[config.mk]
export PLATFORM = sky130hd
export DESIGN_NAME = pp_dma_chan
export DESIGN_NICKNAME = d
export VERILOG_FILES = /design/src/rtl/pp_dma_chan.sv
export SDC_FILE = /design/constraint.sdc
export NUM_CORES = 1
export LEC_CHECK = 0
export CORE_MARGIN = 2
export CORE_UTILIZATION = 35
export CTS_CLUSTER_DIAMETER = 120
export DETAILED_ROUTE_END_ITERATION = 6
export DONT_BUFFER_PORTS = 1
export SYNTH_ARGS = -nofsm -noshare
export SYNTH_HDL_FRONTEND = slang
export SYNTH_SLANG_ARGS = --single-unit
[constraint.sdc]
create_clock -name clk -period 4.4 [get_ports clk]
set_input_delay 0.22 -clock clk [delete_from_list [all_inputs] [get_ports clk]]
set_output_delay 0.22 -clock clk [all_outputs]
set_load 0.03 [all_outputs]
[src/rtl/pp_dma_chan.sv]
module pp_dma_chan #(
  parameter int AW = 32,
  parameter int CW = 13
) (
  input  logic          clk,
  input  logic          rst_n,
  input  logic          reg_wr,
  input  logic [4:0]    reg_addr,
  input  logic [31:0]   reg_wdata,
  output logic [31:0]   reg_rdata,
  input  logic          per_req,
  output logic          per_beat,
  output logic          per_burst_end,
  output logic [3:0]    per_sel,
  input  logic [15:0]   per_rdata,
  output logic [15:0]   per_wdata,
  output logic          mem_valid,
  output logic          mem_write,
  output logic          mem_wide,
  output logic [AW-1:0] mem_addr,
  output logic [15:0]   mem_wdata,
  input  logic [15:0]   mem_rdata,
  input  logic          mem_ready,
  input  logic          mem_err,
  output logic          irq
);
  localparam int BW = 3;

  logic [7:0]    dev, st, st_n;
  logic [AW-1:0] sa0, sa1;
  logic [CW-1:0] cnt0, cnt1, cnt_cur, cnt_nxt, unit;
  logic          busy;
  logic [BW-1:0] beat, blen_m1;
  logic          cur, armed_cur, armed_oth, run;
  logic          beat_ok, err_ev, last, zero_go, fin, go, swap;

  assign cur       = st[7];
  assign run       = st[0];
  assign armed_cur = cur ? st[6] : st[4];
  assign armed_oth = cur ? st[4] : st[6];
  assign cnt_cur   = cur ? cnt1 : cnt0;
  assign unit      = dev[3] ? CW'(2) : CW'(1);
  assign cnt_nxt   = (cnt_cur > unit) ? cnt_cur - unit : '0;
  assign blen_m1   = dev[2] ? BW'(7) : BW'(3);

  assign mem_valid = busy & run;
  assign beat_ok   = mem_valid & mem_ready & ~mem_err;
  assign err_ev    = mem_valid & mem_err;
  assign last      = beat_ok & (cnt_nxt == '0);
  assign zero_go   = ~busy & run & armed_cur & (cnt_cur == '0);
  assign fin       = last | zero_go;
  assign go        = ~busy & run & armed_cur & (cnt_cur != '0) & per_req;

  assign per_beat      = beat_ok;
  assign per_burst_end = beat_ok & (last | (beat == blen_m1));
  assign per_sel       = dev[7:4];
  assign mem_write     = dev[0];
  assign mem_wide      = dev[3];
  assign mem_addr      = cur ? sa1 : sa0;
  assign swap          = dev[1] & dev[3];
  assign mem_wdata     = swap ? {per_rdata[7:0], per_rdata[15:8]} :
                         dev[3] ? per_rdata : {8'h00, per_rdata[7:0]};
  assign per_wdata     = swap ? {mem_rdata[7:0], mem_rdata[15:8]} :
                         dev[3] ? mem_rdata : {8'h00, mem_rdata[7:0]};
  assign irq           = st[1] & (st[2] | st[3] | st[5]);

  always_comb begin
    st_n = st;
    if (~busy & ~armed_cur & armed_oth) st_n[7] = ~cur;
    if (fin) begin
      st_n[cur ? 5 : 3] = 1'b1;
      st_n[cur ? 6 : 4] = 1'b0;
      if (armed_oth) st_n[7] = ~cur;
    end
    if (err_ev) begin
      st_n[2] = 1'b1;
      st_n[0] = 1'b0;
    end
    if (reg_wr && reg_addr == 5'h04) st_n = st_n | reg_wdata[7:0];
    if (reg_wr && reg_addr == 5'h08) st_n = st_n & ~reg_wdata[7:0];
  end

  always_comb begin
    case (reg_addr)
      5'h00:               reg_rdata = {24'h0, dev};
      5'h04, 5'h08, 5'h0C: reg_rdata = {24'h0, st};
      5'h10:               reg_rdata = 32'(sa0);
      5'h14:               reg_rdata = 32'(cnt0);
      5'h18:               reg_rdata = 32'(sa1);
      5'h1C:               reg_rdata = 32'(cnt1);
      default:             reg_rdata = '0;
    endcase
  end

  always_ff @(posedge clk or negedge rst_n) begin
    if (!rst_n) begin
      dev  <= '0;
      st   <= '0;
      sa0  <= '0;
      sa1  <= '0;
      cnt0 <= '0;
      cnt1 <= '0;
      busy <= 1'b0;
      beat <= '0;
    end else begin
      st <= st_n;
      if (go) begin
        busy <= 1'b1;
        beat <= '0;
      end else if (err_ev) begin
        busy <= 1'b0;
      end else if (beat_ok) begin
        beat <= beat + BW'(1);
        if (last || beat == blen_m1) busy <= 1'b0;
        if (cur) begin
          sa1  <= sa1 + AW'(unit);
          cnt1 <= cnt_nxt;
        end else begin
          sa0  <= sa0 + AW'(unit);
          cnt0 <= cnt_nxt;
        end
      end
      if (reg_wr) begin
        case (reg_addr)
          5'h00: dev  <= reg_wdata[7:0];
          5'h10: sa0  <= reg_wdata[AW-1:0];
          5'h14: cnt0 <= reg_wdata[CW-1:0];
          5'h18: sa1  <= reg_wdata[AW-1:0];
          5'h1C: cnt1 <= reg_wdata[CW-1:0];
          default: ;
        endcase
      end
    end
  end
endmodule


==> reports/qor.csv <==
stage,metric,value,unit
run_status,status,"finished, final reports clean",
placement,placed cells,1144,
power_and_ir_drop,Leak Pwr,3.49,nW
critical_path,RR Endpoint,busy$_DFFE_PN0P_,
timing,Slew Limit Fails,0,
global_routing,initial antenna violation count,0,
global_routing,met3 usage,4.01,%
timing,"Setup violations, final",0,
cts,# clock sinks,110,
critical_path,crit path cell chain,"buf_4, mux2i_2, o2111ai_2, xnor2_1, nand3_1, nor4b_2, a32oi_2, a21oi_1",
timing,Slew headroom,20.1,%
hold_path,WHS Endpoint,dev[7]$_DFFE_PN0P_,
synth,Compound-Gate Fraction of Synth Area,14.9,%
timing,Final Hold Viols,0,
drt,Final ANT Viol Nets,0,
drt,vias per inst,5.65,
critical_path,Crit Path Class,flop to output pin,
critical_path,worst reg-to-reg path cell count,9,
synth,xor/xnor share of the synthesized area,8.21,%
synth,largest family of logic cells by synthesized area,simple AND/OR/NAND/NOR gates,
timing,PnR worst setup slack,0.474,ns
critical_path,CP max FO,32,
global_routing,GRT Util Overall,19.9,%
critical_path,FF-to-FF Start,st[7]$_DFF_PN0_,
synth,Synth Area per Inst,8.74,sq um
cts,Clock Latency Late Sink,0.36,ns
synth,mux contribution to synthesized area,16.0,%
cts,clock root buffer,clkbuf_16,
timing,setup TNS,0,ns
global_routing,first-pass GRT wire length,37500,um
timing,final worst path period need,3.93,ns
timing,hold_ws,0.0102,ns
critical_path,CP Capture Type,output pin,
global_routing,vias in the first global route,6349,
cts,CTS tree,built,
critical_path,largest incremental delay on the critical path,0.64,ns
synth,Post-Synth Simple-Gate Area,20.3,%
placement,Setup WS pre-CTS,0.822,ns
hold_path,critical hold path startpoint,reg_wdata[7],
die,Die Ht,154,um
die,core area,22000,sq um
power_and_ir_drop,PwrDens,546,nW/um^2
cts,Clock Tree Buf Depth,2,
placement,Post-DP HPWL,16800,um
critical_path,Worst Path Required,4.18,ns
timing,Achievable Freq,255,MHz
die,# IOs,181,
synth,synthesized-area fraction occupied by adder cells,1.87,%
run,Max Cap Violations,0,
placement,port bufs,0,
cts,clk slew on worst S/H paths,0.08,ns
timing,Fin Clk Skew,0.0122,ns
synth,"Seq/Total Area, Yosys",34.8,%
finish,Inserted Diodes,0,
global_routing,largest net degree at the start of global routing,111,
hold_path,Hold Path Class,input port to flop,
die,die width,154,um
synth,dominant synthesized flop cell,dfrtp_1,
synth,Area contributors post-synth,"dfrtp_1 35%, mux2_2 9.0%, a21oi_1 6.8%, mux2i_1 6.5%, nor2_1 5.8%",
synth,Synth top area share,34.8,%
cts,H-tree Lvls,3,
synth,async set-reset flop share out of synthesis,100,%
synth,synthesized area,7900,sq um
synth,Yosys top cell by area,dfrtp_1,
critical_path,Critical Path Start Type,flop,
critical_path,"Arr. time, crit path",3.71,ns
timing,RSZ-0062 raised after global routing,no,
placement,routability cong.,0.877,
synth,Synth Register Bits,110,
global_routing,Congestion Overflow GR,0,
power_and_ir_drop,maximum vdd drop,320,uV
synth,Synth cell types,60,
drt,DR vias,6648,
critical_path,CP max stage cell,a21oi_1,
synth,Synth Instances,904,
critical_path,worst reg2reg setup slack,0.80,ns
drt,drt first pass iters,5,
cts,TritonCTS buffer count,9,
global_routing,routing usage on met1,27.3,%
die,initial core utilization,36.0,%
synth,syn_nets,989,
cts,post_cts resized,0,
timing,ratio of final minimum period to clock period,89.2,%
timing,worst slew pin tran,1.19,ns
finish,"non-filler cells, final",1176,
finish,Nets,976,
finish,share of layout cells above drive strength 1,14.0,%
drt,"wirelength, routed",23900,um
die,area of the die,23800,sq um
die,row count,54,
drt,Wirelength per Cell,20.3,um
global_routing,GR peak layer,met2,
synth,YS warnings,0,
finish,Synth-to-Final Area Change,8.76,%
global_routing,met2 usage,32.3,%
hold_path,WHS Path Cells,1,
drt,drt drc,0,
synth,Post-synth EDFFs,0,
drt,initial DRC count,529,
==> metrics by stage <==
stage          power, mW  area, sq um  utilization, %
6_report            4.69         8590            39.1
5_1_grt             4.98         8590            39.1
4_1_cts             4.69         8580            39.1
3_5_place_dp        3.83         8130            37.0
3_3_place_gp        3.80         8130            37.0
2_1_floorplan       3.43         7900               -
==> cells in the mapped netlist, drive strengths merged, types with 3 or more instances <==
cell and instances:
nor2 125, dfrtp 110, a21oi 107, nand2 85, mux2 63, mux2i 54
xor2 44, o21ai 40, clkbuf 34, nand3 30, xnor2 30, nor3 28
a22o 19, buf 19, inv 17, nand4 14, and3 11, o221ai 8
ha 7, nor4 7, and4 5, a21o 4, and2 4, nor3b 4
nor4b 4, a211oi 3, a221oi 3, fa 3, nor2b 3
==> worst max path at each step <==
stage	startpoint	to	slack, ns
global route	st[7]$_DFF_PN0_	per_burst_end	0.31
finish	st[7]$_DFF_PN0_	per_burst_end	0.47
detailed placement	st[7]$_DFF_PN0_	busy$_DFFE_PN0P_	0.82
CTS	st[7]$_DFF_PN0_	per_burst_end	0.50
floorplan	dev[3]$_DFFE_PN0P_	busy$_DFFE_PN0P_	0.75
global placement	st[7]$_DFF_PN0_	busy$_DFFE_PN0P_	0.94
==> state kept, by name, indices dropped and copies added (netlist names), named ones only <==
signal / flops
sa0: 32
sa1: 32
cnt0: 13
cnt1: 13
dev: 8
st: 7
beat: 3
busy: 1
==> final cells by class <==
| class | count | area [sq um] |
|---|---|---|
| tap | 280 | 350 |
| timing repair buffer | 29 | 275 |
| sequential | 110 | 2750 |
| multi-input combinational | 723 | 4860 |
| clock inverter | 6 | 45.0 |
| inverter | 18 | 67.6 |
| fill | 2176 | 13400 |
| clock buffer | 10 | 239 |
==> what timing repair did <==
action	4_1_cts	5_1_grt
hold buffers	15	1
hold endpoints to repair	142	1
setup buffers	0	0
==> kinds of logic (layout without fill, tap and decap cells) <==
| kind of cell | count (synthesis) | in the layout |
|---|---|---|
| adders and majority gates | 10 | 10 |
| and+or+nand+nor | 325 | 325 |
| buffers and inverters | 71 | 63 |
| DFF | 110 | 110 |
| xor gates and xnor gates | 74 | 74 |
| muxes | 117 | 117 |
| AOI/OAI and AO/OA | 197 | 197 |
==> report_power, final <==
group / switching (mW) / leakage, nW / internal [mW]
registers: 0.471 / 1.36 / 1.29
clock network: 0.403 / 0.136 / 0.404
logic: 1.30 / 1.99 / 0.821
==> layout by cell type, fill, tap and decap left out, types with 3 or more instances in the layout <==
cell	Yosys	layout
nand2_1	84	82
and3_1	11	11
xor2_1	44	44
xnor2_1	30	30
nor3b_1	3	3
mux2_2	63	63
fa_1	3	3
mux2i_1	51	51
dfrtp_1	110	109
ha_1	7	7
buf_4	6	13
nor3_1	23	20
a211oi_1	3	3
o221ai_1	8	8
nor2b_1	3	3
nor4_1	5	5
nor3_2	5	8
mux2i_2	3	3
nor2_1	122	121
a21o_1	4	4
nand4_1	14	14
nor2_2	2	3
inv_1	16	16
and2_1	4	4
o21ai_0	40	40
dlygate4sd3_1	0	15
a221oi_1	3	3
clkbuf_16	0	9
a21oi_1	107	107
and4_1	5	5
a22o_1	19	19
nand3_1	29	29
==> layer usage <==
metal	vias to the layer above	routed length, um
li1	3173	-
met1	3240	10800
met2	209	11300
met3	26	1470
met4	0	353
met5	-	0
==> worst max-delay path, delay by kind of cell, from the launching register on <==
kind,cells,cell delay [ns]
XOR/XNOR,1,0.32
multiplexers,1,0.36
flip-flops,1,0.63
AND/OR/NAND/NOR,2,0.41
AO/OA/AOI/OAI,3,1.12
buffers and inverters,1,0.49
(Power assumes the default switching activity.)
